===== config.mk =====
export PLATFORM = sky130hd
export DESIGN_NAME = dma_irq_status
export DESIGN_NICKNAME = d
export VERILOG_FILES = /design/src/rtl/dma_irq_pkg.sv /design/src/rtl/dma_irq_rst_sync.sv /design/src/rtl/dma_irq_mask_fifo.sv /design/src/rtl/dma_irq_event_qual.sv /design/src/rtl/dma_irq_status_reg.sv /design/src/rtl/dma_irq_status.sv
export SDC_FILE = /design/constraint.sdc
export NUM_CORES = 1
export LEC_CHECK = 0
export BUFFER_PORTS_ARGS = -buffer_cell sky130_fd_sc_hd__buf_4
export CAP_MARGIN = 20
export CORE_UTILIZATION = 45
export CTS_CLUSTER_DIAMETER = 100
export DETAILED_ROUTE_END_ITERATION = 16
export RECOVER_POWER = 50
export SYNTH_ARGS = -nofsm -noshare
export SYNTH_HDL_FRONTEND = slang
export SYNTH_SLANG_ARGS = --single-unit

===== constraint.sdc =====
create_clock -name clk -period 1.8 [get_ports clk]
set_input_delay 0.18 -clock clk [delete_from_list [all_inputs] [get_ports clk]]
set_output_delay 0.18 -clock clk [all_outputs]
set_load 0.1 [all_outputs]

===== src/rtl/dma_irq_pkg.sv =====
package dma_irq_pkg;
  typedef enum logic [1:0] {
    SRC_CMPL = 2'd0,
    SRC_ET   = 2'd1,
    SRC_ERR  = 2'd2
  } irq_src_e;

  localparam int unsigned NUM_SRC = 3;
endpackage


===== src/rtl/dma_irq_rst_sync.sv =====
module dma_irq_rst_sync #(
  parameter int unsigned STAGES = 2
) (
  input  logic clk,
  input  logic rst_n,
  output logic rst_sync_n
);
  logic [STAGES-1:0] sync_q;
  logic [STAGES-1:0] sync_d;

  always_comb begin
    sync_d = {sync_q[STAGES-2:0], 1'b1};
  end

  always_ff @(posedge clk or negedge rst_n) begin
    if (!rst_n) begin
      sync_q <= '0;
    end else begin
      sync_q <= sync_d;
    end
  end

  assign rst_sync_n = sync_q[STAGES-1];
endmodule


===== src/rtl/dma_irq_mask_fifo.sv =====
module dma_irq_mask_fifo #(
  parameter int unsigned W     = 10,
  parameter int unsigned DEPTH = 4
) (
  input  logic         clk,
  input  logic         rst_n,
  input  logic         push_i,
  input  logic [W-1:0] data_i,
  input  logic         pop_i,
  output logic [W-1:0] head_o,
  output logic         empty_o,
  output logic         full_o
);
  localparam int unsigned AW = (DEPTH > 1) ? $clog2(DEPTH) : 1;
  localparam int unsigned CW = $clog2(DEPTH + 1);
  localparam logic [AW-1:0] LAST = AW'(DEPTH - 1);
  localparam logic [CW-1:0] FULLCNT = CW'(DEPTH);

  logic [W-1:0]  mem_q [DEPTH];
  logic [AW-1:0] wr_ptr_q, wr_ptr_d;
  logic [AW-1:0] rd_ptr_q, rd_ptr_d;
  logic [CW-1:0] cnt_q, cnt_d;
  logic          pop_ok, push_ok;

  assign empty_o = (cnt_q == '0);
  assign full_o  = (cnt_q == FULLCNT);
  assign head_o  = mem_q[rd_ptr_q];

  always_comb begin
    pop_ok   = pop_i && !empty_o;
    push_ok  = push_i && (!full_o || pop_ok);
    wr_ptr_d = wr_ptr_q;
    rd_ptr_d = rd_ptr_q;
    cnt_d    = cnt_q;
    if (push_ok) begin
      wr_ptr_d = (wr_ptr_q == LAST) ? '0 : wr_ptr_q + 1'b1;
    end
    if (pop_ok) begin
      rd_ptr_d = (rd_ptr_q == LAST) ? '0 : rd_ptr_q + 1'b1;
    end
    if (push_ok && !pop_ok) begin
      cnt_d = cnt_q + 1'b1;
    end else if (pop_ok && !push_ok) begin
      cnt_d = cnt_q - 1'b1;
    end
  end

  always_ff @(posedge clk or negedge rst_n) begin
    if (!rst_n) begin
      wr_ptr_q <= '0;
      rd_ptr_q <= '0;
      cnt_q    <= '0;
    end else begin
      wr_ptr_q <= wr_ptr_d;
      rd_ptr_q <= rd_ptr_d;
      cnt_q    <= cnt_d;
    end
  end

  always_ff @(posedge clk) begin
    if (push_ok) begin
      mem_q[wr_ptr_q] <= data_i;
    end
  end

  // a push into a full buffer without a pop changes nothing
  p_no_overflow_r10: assert property (@(posedge clk) disable iff (!rst_n)
    (push_i && full_o && !pop_i) |=> $stable(cnt_q));

  // a pop on an empty buffer consumes nothing
  p_pop_empty_r9: assert property (@(posedge clk) disable iff (!rst_n)
    (pop_i && empty_o && !push_i) |=> empty_o);

  // occupancy never exceeds the depth
  p_cnt_bound_r6: assert property (@(posedge clk) disable iff (!rst_n)
    cnt_q <= FULLCNT);
endmodule


===== src/rtl/dma_irq_event_qual.sv =====
module dma_irq_event_qual
  import dma_irq_pkg::*;
#(
  parameter int unsigned ERR_W         = 8,
  parameter bit          STREAM_TO_MEM = 1'b1
) (
  input  logic               done_i,
  input  logic               head_valid_i,
  input  logic               cmpl_mask_i,
  input  logic               et_mask_i,
  input  logic [ERR_W-1:0]   err_mask_i,
  input  logic [ERR_W-1:0]   err_i,
  input  logic               early_i,
  output logic [NUM_SRC-1:0] hit_o,
  output logic               any_o
);
  logic report;

  assign report = done_i && head_valid_i;

  always_comb begin
    hit_o[SRC_CMPL] = report && cmpl_mask_i;
  end

  generate
    if (STREAM_TO_MEM) begin : g_s2m
      always_comb begin
        hit_o[SRC_ET]  = report && early_i && et_mask_i;
        hit_o[SRC_ERR] = report && |(err_i & err_mask_i);
      end
    end else begin : g_no_s2m
      always_comb begin
        hit_o[SRC_ET]  = 1'b0;
        hit_o[SRC_ERR] = 1'b0;
      end
    end
  endgenerate

  assign any_o = |hit_o;
endmodule


===== src/rtl/dma_irq_status_reg.sv =====
module dma_irq_status_reg (
  input  logic clk,
  input  logic rst_n,
  input  logic set_i,
  input  logic wr_i,
  input  logic wdata_i,
  output logic status_o
);
  logic status_q, status_d;
  logic clr;

  always_comb begin
    clr      = wr_i && wdata_i;
    status_d = set_i || (status_q && !clr);
  end

  always_ff @(posedge clk or negedge rst_n) begin
    if (!rst_n) begin
      status_q <= 1'b0;
    end else begin
      status_q <= status_d;
    end
  end

  assign status_o = status_q;

  // a hardware set wins over a simultaneous clear
  p_set_wins_r8: assert property (@(posedge clk) disable iff (!rst_n)
    set_i |=> status_o);

  // write-1 without a set clears
  p_w1c_r7: assert property (@(posedge clk) disable iff (!rst_n)
    (wr_i && wdata_i && !set_i) |=> !status_o);

  // without set or write-1, the bit holds
  p_hold_r7: assert property (@(posedge clk) disable iff (!rst_n)
    (!set_i && !(wr_i && wdata_i)) |=> $stable(status_o));
endmodule


===== src/rtl/dma_irq_status.sv =====
module dma_irq_status
  import dma_irq_pkg::*;
#(
  parameter int unsigned ERR_W         = 8,
  parameter int unsigned DEPTH         = 4,
  parameter bit          STREAM_TO_MEM = 1'b1
) (
  input  logic             clk,
  input  logic             rst_n,
  input  logic             desc_push_i,
  input  logic             desc_cmpl_mask_i,
  input  logic [ERR_W-1:0] desc_err_mask_i,
  input  logic             desc_et_mask_i,
  output logic             mask_full_o,
  input  logic             done_i,
  input  logic [ERR_W-1:0] done_err_i,
  input  logic             done_early_i,
  input  logic             csr_wr_i,
  input  logic             csr_clr_i,
  output logic             irq_o
);
  localparam int unsigned MW = ERR_W + 2;

  logic               rst_sync_n;
  logic [MW-1:0]      push_word;
  logic [MW-1:0]      head_word;
  logic               mask_empty;
  logic [NUM_SRC-1:0] hit;
  logic               set_any;
  logic               status;

  assign push_word = {desc_cmpl_mask_i, desc_et_mask_i, desc_err_mask_i};

  dma_irq_rst_sync #(.STAGES(2)) u_rst (
    .clk        (clk),
    .rst_n      (rst_n),
    .rst_sync_n (rst_sync_n)
  );

  dma_irq_mask_fifo #(.W(MW), .DEPTH(DEPTH)) u_fifo (
    .clk     (clk),
    .rst_n   (rst_sync_n),
    .push_i  (desc_push_i),
    .data_i  (push_word),
    .pop_i   (done_i),
    .head_o  (head_word),
    .empty_o (mask_empty),
    .full_o  (mask_full_o)
  );

  dma_irq_event_qual #(.ERR_W(ERR_W), .STREAM_TO_MEM(STREAM_TO_MEM)) u_qual (
    .done_i       (done_i),
    .head_valid_i (!mask_empty),
    .cmpl_mask_i  (head_word[MW-1]),
    .et_mask_i    (head_word[MW-2]),
    .err_mask_i   (head_word[ERR_W-1:0]),
    .err_i        (done_err_i),
    .early_i      (done_early_i),
    .hit_o        (hit),
    .any_o        (set_any)
  );

  dma_irq_status_reg u_stat (
    .clk      (clk),
    .rst_n    (rst_sync_n),
    .set_i    (set_any),
    .wr_i     (csr_wr_i),
    .wdata_i  (csr_clr_i),
    .status_o (status)
  );

  assign irq_o = status;

  // a report against an empty buffer cannot raise the interrupt
  p_empty_done_r9: assert property (@(posedge clk) disable iff (!rst_sync_n)
    (done_i && mask_empty && !irq_o) |=> !irq_o);

  // with no report, a low interrupt stays low
  p_no_report_r3: assert property (@(posedge clk) disable iff (!rst_sync_n)
    (!done_i && !irq_o) |=> !irq_o);
endmodule


==> Yosys cells after proc, flatten, opt, wreduce, memory -nomap -nowiden <==
Memories as Yosys holds them, arrays and structs flattened.
Index checks and enable logic that the tools add are counted.
{ "totals": {"reg_bits": 10, "mem_bits_rw": 40, "input_bits": 25, "mem_count": 1} }
{ "memory_table": {"columns": ["memory", "depth", "word_bits", "read_ports", "rd_clocked_by_memory_dff", "write_ports", "line_no", "source"], "rows": [
  ["u_fifo.mem_q", 4, 10, 1, 0, 1, "dma_irq_mask_fifo.sv:19", "logic [W-1:0] mem_q [DEPTH];"]
]} }
{ "classes": {"n_addsub": 4, "n_eq_ne": 3, "mux": 6, "bitwise_logic": 1, "n_reduce_logical": 21} }
{ "op_table": {"columns": ["operator", "n"], "rows": [
  ["logical AND 1 bit", 10],
  ["bitwise AND 8 bit", 1],
  ["OR reduction 8 bit", 1],
  ["two-way mux 3 bit", 2],
  ["zero test 1 bit", 5],
  ["adder 2 x 1 -> 2 bit, second input constant", 2],
  ["equality test 2 bit, second input constant", 2],
  ["two-way mux 2 bit", 2],
  ["adder 3 x 1 -> 3 bit, second input constant", 1],
  ["equality test 3 bit, second input constant", 1],
  ["zero test 3 bit", 1],
  ["OR reduction 3 bit", 1],
  ["subtractor 3 x 1 -> 3 bit, second input constant", 1],
  ["logical OR 1 bit", 2],
  ["two-way mux 1 bit", 2],
  ["nonzero test 2 bit", 1]
]} }

==> Longest topological paths before layout <==
Gate-level depths: netlist of the first run.
{ "logic_depth": {"depth_word": 9, "ltp_mapped": 8, "depth_no_buf": 8} }

==> By module <==
A second synthesis of the first run with hierarchy kept.
{ "hier_totals": {"cells_unflattened": 107, "hier_area_um2": 2089.5} }
{ "modules_own_cells": {"columns": ["module", "n_inst", "cells_per_inst", "area_per_inst_um2", "seq_area_each_um2"], "rows": [
  ["dma_irq_mask_fifo", 1, 89, 1914.3, 1376.3],
  ["dma_irq_event_qual", 1, 11, 81.3, 0.0],
  ["dma_irq_rst_sync", 1, 3, 53.8, 50.0],
  ["dma_irq_status_reg", 1, 3, 36.3, 25.0],
  ["dma_irq_status", 1, 1, 3.8, 0.0]
]} }

==> Least setup slack after synthesis of the first run <==
Ideal clock, no wire load.
{ "synth_path": {"path_kind": "flip-flop to flip-flop", "from": "reg u_fifo.cnt_q[0]", "to": "reg u_fifo.cnt_q[1]", "setup_ns": 0.125, "arrival_time_ns": 4.376, "required_time_ns": 1.675, "setup_slack_ns": -2.700, "stages_incl_launch_ff": 7, "path_buffers": 0, "synth_period_minus_slack_ns": 4.500, "cell_sequence": "dfrtp_1 -> nor3b_1 -> a21boi_1 -> ha_1 -> inv_1 -> fa_1 -> mux2_2"} }
{ "synth_rtl": {"columns": ["element", "line_no", "source"], "rows": [
  ["start: declaration", "dma_irq_mask_fifo.sv:22", "logic [CW-1:0] cnt_q, cnt_d;"],
  ["start signal: assignment", "dma_irq_mask_fifo.sv:56", "cnt_q <= cnt_d;"],
  ["equality test 3 bit", "dma_irq_mask_fifo.sv:26", "assign full_o = (cnt_q == FULLCNT);"],
  ["named net mask_full_o", "dma_irq_status.sv:14", "output logic mask_full_o,"],
  ["zero test 1 bit", "dma_irq_mask_fifo.sv:31", "push_ok = push_i && (!full_o || pop_ok);"],
  ["logical OR 1 bit", "dma_irq_mask_fifo.sv:31", null],
  ["logical AND 1 bit", "dma_irq_mask_fifo.sv:31", null],
  ["named net u_fifo.push_ok", "dma_irq_mask_fifo.sv:23", "logic pop_ok, push_ok;"],
  ["logical AND 1 bit", "dma_irq_mask_fifo.sv:41", "if (push_ok && !pop_ok) begin"],
  ["two-way mux 3 bit", "dma_irq_mask_fifo.sv:41", null],
  ["named net u_fifo.cnt_d[1]", "dma_irq_mask_fifo.sv:22", null]
]} }
The timed path passes the listed nets, and every way through them passes these cells. The select of a mux whose other input is x is not followed.
A chain may end at the register's enable or synchronous reset.

==> Final worst setup path of the first run <==
{ "layout_path": {"from": "reg u_fifo.cnt_q[0]", "to": "reg u_fifo.cnt_q[1]"} }
{ "layout_rtl": {"columns": ["element", "line_no", "source"], "rows": [
  ["zero test 3 bit", "dma_irq_mask_fifo.sv:25", "assign empty_o = (cnt_q == '0);"],
  ["zero test 1 bit", "dma_irq_mask_fifo.sv:30", "pop_ok = pop_i && !empty_o;"],
  ["logical AND 1 bit", "dma_irq_mask_fifo.sv:30", null],
  ["logical OR 1 bit (*)", "dma_irq_mask_fifo.sv:31", null],
  ["logical AND 1 bit (*)", "dma_irq_mask_fifo.sv:31", null],
  ["named net u_fifo.push_ok", "dma_irq_mask_fifo.sv:23", null],
  ["logical AND 1 bit (*)", "dma_irq_mask_fifo.sv:41", null],
  ["two-way mux 3 bit (*)", "dma_irq_mask_fifo.sv:41", null],
  ["named net u_fifo.cnt_d[1]", "dma_irq_mask_fifo.sv:22", null]
]} }
Mark *: on every way through the listed nets, which the timed path passes. The rest lies on a longest branch. The select of a mux whose other input is x is not followed.

==> flow_summary.yaml, run 1 <==
status:
  status: "finished, violations left"
  violations: "setup timing"
cells_and_area:
  nNetsFinal: 206
  syn2layout_area_growth_pct: 25.47
  fin_util_pct: 58.90
  fillers: 361
  diodes: 0
  final_cell_mix: "edfxtp_1, buf_4, clkbuf_1, nand2_1, mux2i_1"
  final_cells: 227
  final_common_cell: "edfxtp_1"
  drive_gt1_share_pct: 34.29
  fin_area_mm2: 0.002582
die:
  fp-row-count: 24
  die_h_um: 69.63
  core_area_mm2: 0.004384
  die_w_um: 69.63
  initial_core_util_pct: 46.95
  ios: 27
  fp.dieArea_mm2: 0.004848
synth:
  synth_edf_count: 40
  synth_area_mm2: 0.002058
  ys_types: 34
  async_flop_share_pct: 20.00
  synth_area_per_cell_um2: 16.34
  ys_ff_latch: 50
  synth-main-ff-cell: "edfxtp_1"
  yosys_warnings: 0
  synth_nets: 158
  synthCells: 126
  ys_seq_area_share_pct: 70.52
setup_path:
  crit_start: "u_fifo.cnt_q[0]"
  path_max_fanout: 3
  reg2reg_depth: 7
  max_stage_delay_ps: 440
  cp_slowest_cell: "dfrtp_2"
  reg2reg_from: "u_fifo.cnt_q[0]"
  regToRegSetupSlack_ps: -120
  worstPathArrival_ps: 2100
  endpoint: "u_fifo.cnt_q[1]"
  required_ps: 1980
  start_kind: "flop"
  path_class: "reg2reg"
  worstPathCellList: "buf_6 -> nor3b_4 -> a21boi_4 -> ha_4 -> inv_2 -> fa_2 -> mux2_2"
  cp-end-kind: "flop"
  r2r_end: "u_fifo.cnt_q[1]"
route:
  detail-route-antenna-nets: 0
  viasPerCell: 5.273
  firstDrtPassIters: 4
  drt-initial-drc-count: 64
  drc: 0
  via_count: 1197
  wire_per_inst_um: 16.86
  wirelength_um: 3827
sta:
  slew_violations: 0
  rsz0062_at_grt: "yes"
  fmax_mhz: 521.8
  post-route-period-util_pct: 106.5
  worst_slack_ps: -116.3
  layout_min_cycle_time_ps: 1916
  fin_worst_skew_ps: 3.884
  final_hold_viol_count: 0
  setup-violations-final: 2
  setup_tns_ps: -219.3
  hold_ws_ps: 136.9
power:
  p_leak_nw: 0.9994
  vdd_drop_max_uv: 991.1
  powerDensity_mw_per_mm2: 1495
  power_mw: 3.862
grt:
  grt_pass1_wl_um: 6361
  grt_usage_pct: 17.52
  overflow: 0
  grt_max_degree: 15
  antenna_found_initial: 0
  grt_pass1_vias: 1305
placed_design:
  port_buffers: 26
  place_area_mm2: 0.002415
  preCtsSetupSlack_ps: -135.4
  placed_cells: 211
  place_congestion: 0.7807
  place_hpwl_um: 2692
cts:
  htreeDepth: 2
  numCtsBuffers: 5
  clock-sinks: 50
  cts-root-buf: "clkbuf_8"
  clkLatencyLatePin_ps: 300
  clockBufferDepth: 2
  cts_tree: "built"
  path_clk_slew_ps: 80
worst_hold_path:
  worstHoldPathType: "in2reg"
run:
  drv_cap: 0
[synth_stat cells, types with 2 or more instances]
library cell / n / share of area [%]
a22oi_1: 3 / 1.1
a211oi_1: 2 / 0.73
o22ai_1: 2 / 0.61
o21ai_0: 2 / 0.49
mux2_2: 3 / 1.6
xor2_1: 2 / 0.85
dfrtp_1: 10 / 12
nand2_1: 9 / 1.6
ha_1: 6 / 3.6
and2_1: 4 / 1.2
buf_2: 3 / 0.73
edfxtp_1: 40 / 58
inv_1: 6 / 1.1
nor2_1: 2 / 0.36
nor3_1: 3 / 0.73
nor2b_1: 2 / 0.61
mux2i_1: 8 / 3.9
mux4_2: 2 / 2.2
a221oi_1: 2 / 0.85
[layout make-up]
class / count / area [µm²] / share of cell area (%)
Sequential cell: 50 / 1455 / 56.35
Multi-Input combinational cell: 66 / 623.1 / 24.13
Timing Repair Buffer: 45 / 310.3 / 12.02
Clock buffer: 7 / 76.32 / 2.955
Tap cell: 52 / 65.06 / 2.519
Clock inverter: 1 / 30.03 / 1.163
Inverter: 6 / 22.52 / 0.8721
[sequential cells by signal, indices dropped and copies added, names as in the netlist]
| register | cells |
|---|---|
| u_fifo.rd_ptr_q | 2 |
| u_stat.status_o | 1 |
| u_rst.sync_q | 2 |
| u_fifo.mem_q | 40 |
| u_fifo.cnt_q | 3 |
| u_fifo.wr_ptr_q | 2 |
[critical path, delay by kind of cell (launching register included)]
kind	cells	cell delay, ps
muxes	1	270
buffers and inverters	2	180
DFF	1	440
and+or+nand+nor	1	240
AOI/OAI and AO/OA	1	90
adders and majority gates	2	590
[kinds of logic (layout without fill, tap and decap cells)]
group	Yosys count	in the layout	share of synthesized area (%)
other cells	1	1	0.1822
compound gates	18	18	6.930
simple gates	23	23	5.653
mux	14	14	8.450
buf+inv	10	59	2.370
flops	50	50	70.52
fa+ha+maj	7	7	4.620
xor+xnor	3	3	1.277
[routing by layer]
| metal | track usage (%) | wire, µm | vias up | part of all wire [%] |
|---|---|---|---|---|
| met5 | 0 | 0 | - | 0 |
| li1 | - | - | 573 | - |
| met2 | 30.96 | 2065 | 24 | 54 |
| met4 | 4.667 | 38 | 0 | 0.99 |
| met3 | 5.378 | 143 | 5 | 3.7 |
| met1 | 20.73 | 1580 | 595 | 41 |
[how the worst min path moves through the flow]
stage | cells after the start | slack [ps] | from | end
3_3_place_gp | 1 | -40 | rst_n | u_rst.sync_q[1]
4_1_cts | 1 | 70 | desc_err_mask_i[7] | u_fifo.mem_q[1][7]
6_report | 1 | 140 | desc_err_mask_i[7] | u_fifo.mem_q[3][7]
5_1_grt | 1 | 140 | desc_err_mask_i[7] | u_fifo.mem_q[1][7]
3_5_place_dp | 1 | -40 | rst_n | u_rst.sync_q[1]
2_1_floorplan | 0 | -120 | rst_n | u_rst.sync_q[0]
[where the power goes]
group	switching [mW]	internal, mW
Combinational	0.719	0.679
Sequential	0.166	1.54
Clock	0.343	0.416
[repair_timing]
| item | in CTS | in global routing |
|---|---|---|
| hold buffers | 1 | 0 |
| setup buffers | 8 | 2 |
| endpoints found under the setup margin | 2 | 42 |
| gates resized for setup | 4 | 10 |
| hold endpoints to repair | 2 | 0 |
| pin swaps | 3 | 4 |
(Power assumes the default switching activity.)
==> run 2, diff against run 1 <==
- PLACE_DENSITY: default -> 0.64
- SLEW_MARGIN: default -> 20
==> flow_summary.yaml, run 2 (synthesized netlist as in run 1, its figures left out) <==
cells_and_area:
  fin_util_pct: 57.79
  drive_gt1_share_pct: 30.99
  largest_register_ffs: 40
  final_cell_mix: "edfxtp_1, buf_4, clkbuf_1, dfrtp_1, nand2_1"
  final_cells: 223
  final_common_cell: "edfxtp_1"
  nNetsFinal: 202
  fin_area_mm2: 0.002534
  syn2layout_area_growth_pct: 23.10
  top_regs: "u_fifo.mem_q x40, u_fifo.cnt_q x3"
  diodes: 0
  fillers: 361
  largest-register: "u_fifo.mem_q"
die:
  fp-row-count: 24
  initial_core_util_pct: 46.95
  die_h_um: 69.63
  die_w_um: 69.63
  ios: 27
  core_area_mm2: 0.004384
  fp.dieArea_mm2: 0.004848
sta:
  slew_violations: 0
  layout_min_cycle_time_ps: 1913
  post-route-period-util_pct: 106.3
  rsz0062_at_grt: "yes"
  setup_tns_ps: -139.8
  fmax_mhz: 522.6
  hold_ws_ps: 142.3
  final_hold_viol_count: 0
  fin_worst_skew_ps: 10.69
  setup-violations-final: 2
  worst_slack_ps: -113.5
placed_design:
  place_congestion: 0.7677
  preCtsSetupSlack_ps: -146.1
  place_area_mm2: 0.002407
  place_hpwl_um: 2779
  placed_cells: 210
  port_buffers: 26
route:
  met3_length_um: 129
  wirelength_um: 3774
  viasPerCell: 5.193
  drt-initial-drc-count: 45
  firstDrtPassIters: 4
  drc: 0
  via_count: 1158
  highest_layer: "met4"
  detail-route-antenna-nets: 0
  route.met2.wl_um: 2027
  wire_per_inst_um: 16.92
  wirelength_met1_um: 1550
power:
  p_leak_nw: 0.9762
  comb_power_share_pct: 35.7
  power_mw: 3.776
  vdd_drop_max_uv: 853.5
  pwr-share-clk_pct: 20.4
  sw_frac_of_total_pct: 31.63
  switchingPower_mw: 1.194
  seqPwrFrac_pct: 44.0
  internal-power_mw: 2.582
  powerDensity_mw_per_mm2: 1490
grt:
  grt_usage_pct: 16.97
  grt_pass1_vias: 1291
  grt_pass1_wl_um: 6134
  overflow: 0
  grt_max_degree: 17
  antenna_found_initial: 0
setup_path:
  crit_buf_inv: 2
  required_ps: 1990
  worstPathCellList: "buf_6 -> nor3b_4 -> a21boi_4 -> ha_4 -> inv_2 -> fa_2 -> mux2_2"
  crit_family: "adder cells"
  start_kind: "flop"
  path_max_fanout: 3
  cp_slowest_cell: "dfrtp_1"
  max_stage_delay_ps: 420
  path_class: "reg2reg"
  worstPathArrival_ps: 2100
  cp-end-kind: "flop"
status:
  violations: "setup timing"
  status: "finished, violations left"
run:
  drv_cap: 0
worst_hold_path:
  worstHoldPathType: "in2reg"
cts:
  clock-sinks: 50
  clockBufferDepth: 2
  path_clk_slew_ps: 90
  numCtsBuffers: 5
  htreeDepth: 2
  cts_tree: "built"
  cts-root-buf: "clkbuf_8"
  clkLatencyLatePin_ps: 300
==> run 2: power groups by stage <==
| stage | Clock, mW | Sequential (mW) | Combinational, mW |
|---|---|---|---|
| 2_1_floorplan | 0 | 1.73 | 0.846 |
| 3_3_place_gp | 0 | 1.68 | 1.23 |
| 3_5_place_dp | 0 | 1.70 | 1.29 |
| 4_1_cts | 0.796 | 1.67 | 1.34 |
| 5_1_grt | 0.833 | 1.69 | 1.47 |
| 6_report | 0.770 | 1.66 | 1.35 |
==> run 2: area by class of cell <==
type / instances / area, µm² / share of cell area, %
Timing Repair Buffer: 41 / 272.8 / 10.77
Sequential cell: 50 / 1451 / 57.28
Inverter: 6 / 22.52 / 0.8889
Tap cell: 52 / 65.06 / 2.568
Multi-Input combinational cell: 66 / 610.6 / 24.10
Clock inverter: 2 / 38.79 / 1.531
Clock buffer: 6 / 72.57 / 2.864
==> run 2: final timing paths <==
path | startpoint | end | slack (ps) | depth (start not counted)
setup reg to reg | u_fifo.cnt_q[0] | u_fifo.cnt_q[1] | -110 | 7
hold / removal | desc_err_mask_i[0] | u_fifo.mem_q[3][0] | 140 | 1
max in group asynchronous | u_rst.sync_q[1] | u_fifo.rd_ptr_q[1] | 1370 | 0
hold reg to reg | u_rst.sync_q[1] | u_stat.status_o | 150 | 0
setup / recovery | u_fifo.cnt_q[0] | u_fifo.cnt_q[1] | -110 | 7
min in group asynchronous | u_rst.sync_q[1] | u_stat.status_o | 150 | 0
==> run 2: timing repair <==
item	4_1_cts	5_1_grt
pin swaps	1	3
hold endpoints to repair	2	0
endpoints found under the setup margin	2	35
hold buffers	1	0
resized for setup	2	5
buffers inserted	2	2
==> run 2: per-layer routing <==
layer / GRT usage (%) / vias to the layer above
li1: - / 563
met1: 21.41 / 563
met2: 28.26 / 25
met3: 3.779 / 7
met4: 7.333 / 0
met5: 0 / -
==> run 2: worst reg2reg max path, cell delays in order (launching register included) <==
cell and delay (ps):
dfrtp_1 420, buf_6 140, nor3b_4 250, a21boi_4 100
ha_4 170, inv_2 50, fa_2 410, mux2_2 260
==> run 3, diff against run 2 <==
- CELL_PAD_IN_SITES_DETAIL_PLACEMENT: default -> 1
- CELL_PAD_IN_SITES_GLOBAL_PLACEMENT: default -> 2
- CORE_UTILIZATION: 45 -> 44
- PLACE_DENSITY: 0.64 -> 0.82
==> flow_summary.yaml, run 3 (synthesized netlist as in run 1, its figures left out) <==
die:
  fp-row-count: 24
  ios: 27
  core_area_mm2: 0.004414
  fp.dieArea_mm2: 0.004955
  die_w_um: 70.40
  initial_core_util_pct: 46.63
  die_h_um: 70.40
grt:
  grt_usage_pct: 18.16
  overflow: 0
  antenna_found_initial: 0
  grt_pass1_wl_um: 6596
  grt_max_degree: 16
  grt_pass1_vias: 1335
cells_and_area:
  final_cell_mix: "edfxtp_1, buf_4, clkbuf_1, nand2_1, dfrtp_1"
  diodes: 0
  seq_area_mm2: 0.001453
  multiInputGateArea_um2: 646.9
  drive_gt1_share_pct: 33.52
  final_common_cell: "edfxtp_1"
  largest_register_ffs: 40
  nNetsFinal: 207
  fin_area_mm2: 0.002574
  largest-register: "u_fifo.mem_q"
  top_regs: "u_fifo.mem_q x40, u_fifo.cnt_q x3"
  fillers: 427
  final_cells: 228
  syn2layout_area_growth_pct: 25.05
sta:
  final_hold_viol_count: 0
  post-route-period-util_pct: 109.2
  worst_slack_ps: -165.4
  fin_worst_skew_ps: 5.459
  slew_violations: 0
  rsz0062_at_grt: "yes"
  setup_tns_ps: -264.4
  setup-violations-final: 2
  fmax_mhz: 508.8
  layout_min_cycle_time_ps: 1965
cts:
  cts-root-buf: "clkbuf_8"
  cts_tree: "built"
  htreeDepth: 2
  numCtsBuffers: 5
  clockBufferDepth: 2
  clock-sinks: 50
  path_clk_slew_ps: 80
  clkLatencyLatePin_ps: 310
placed_design:
  preCtsSetupSlack_ps: -143.5
  port_buffers: 26
  place_congestion: 0.7877
  place_area_mm2: 0.002415
  place_hpwl_um: 2983
  placed_cells: 211
power:
  vdd_drop_max_uv: 625.5
  powerDensity_mw_per_mm2: 1486
  p_leak_nw: 0.9955
  power_mw: 3.825
status:
  violations: "setup timing"
  status: "finished, violations left"
worst_hold_path:
  worstHoldPathType: "in2reg"
  min-delay-start: "desc_et_mask_i"
route:
  wire_per_inst_um: 19.10
  detail-route-antenna-nets: 0
  drc: 0
  viasPerCell: 5.404
  firstDrtPassIters: 4
  drt-initial-drc-count: 73
  wirelength_um: 4354
  via_count: 1232
setup_path:
  required_ps: 2000
  cp_slowest_cell: "dfrtp_1"
  worstPathCellList: "buf_6 -> nor3b_4 -> a21boi_4 -> ha_4 -> inv_2 -> fa_2 -> mux2_4"
  start_kind: "flop"
  reg2reg_from: "u_fifo.cnt_q[0]"
  max_stage_delay_ps: 440
  worstPathArrival_ps: 2160
  crit_start: "u_fifo.cnt_q[0]"
  path_class: "reg2reg"
  crit_buf_inv: 2
  crit_family: "adder cells"
  cp-end-kind: "flop"
  path_max_fanout: 3
run:
  drv_cap: 0
run 3: where the power goes:
part | switching (mW) | total, mW | internal (mW)
clock | 0.346 | 0.623 | 0.277
combinational | 0.792 | 1.51 | 0.722
sequential | 0.154 | 1.69 | 1.53
run 3: path summary, 6_finish.rpt:
kind	endpoint	slack (ps)	cells past startpoint
worst min register to register	u_fifo.cnt_q[0]	150	0
worst max register to register	u_fifo.cnt_q[1]	-170	7
max in group asynchronous	u_fifo.cnt_q[1]	1370	0
worst max-delay path	u_fifo.cnt_q[1]	-170	7
min in group asynchronous	u_fifo.cnt_q[0]	150	0
worst min-delay path	u_fifo.mem_q[2][8]	130	1
run 3: worst reg2reg max path, cell delays in order, from the launching register on:
cell      delay (ps)
dfrtp_1          440
buf_6            140
nor3b_4          260
a21boi_4         110
ha_4             170
inv_2             50
fa_2             410
mux2_4           270
run 3: layout make-up:
class	count	area share [%]
Tap cell	52	2.528
Sequential cell	50	56.44
Inverter	6	0.8751
Clock buffer	8	3.111
Multi-Input combinational cell	68	25.13
Timing Repair Buffer	44	11.91
run 3: layer usage:
layer,up-vias,share of wire (%),global-route usage [%]
li1,574,-,-
met3,8,3.0,5.051
met1,627,41,21.68
met5,-,0,0
met2,23,54,31.32
met4,0,1.7,6.222
run 3: what timing repair did:
item,4_1_cts,5_1_grt
setup buffers,2,4
endpoints found under the hold margin,2,0
resized for setup,1,14
pin swaps,1,10
cloned,0,2
hold buffers,1,0
endpoints found under the setup margin,2,23
run 3: through the flow:
| stage | hold WS, ps | utilization, % |
|---|---|---|
| after global placement | -37.39 | 54.71 |
| after floorplan | -115.6 | - |
| final | 133.7 | 58.30 |
| after CTS | 62.55 | 57.20 |
| after detailed placement | -36.44 | 54.71 |
| after global routing | 131.8 | 58.30 |
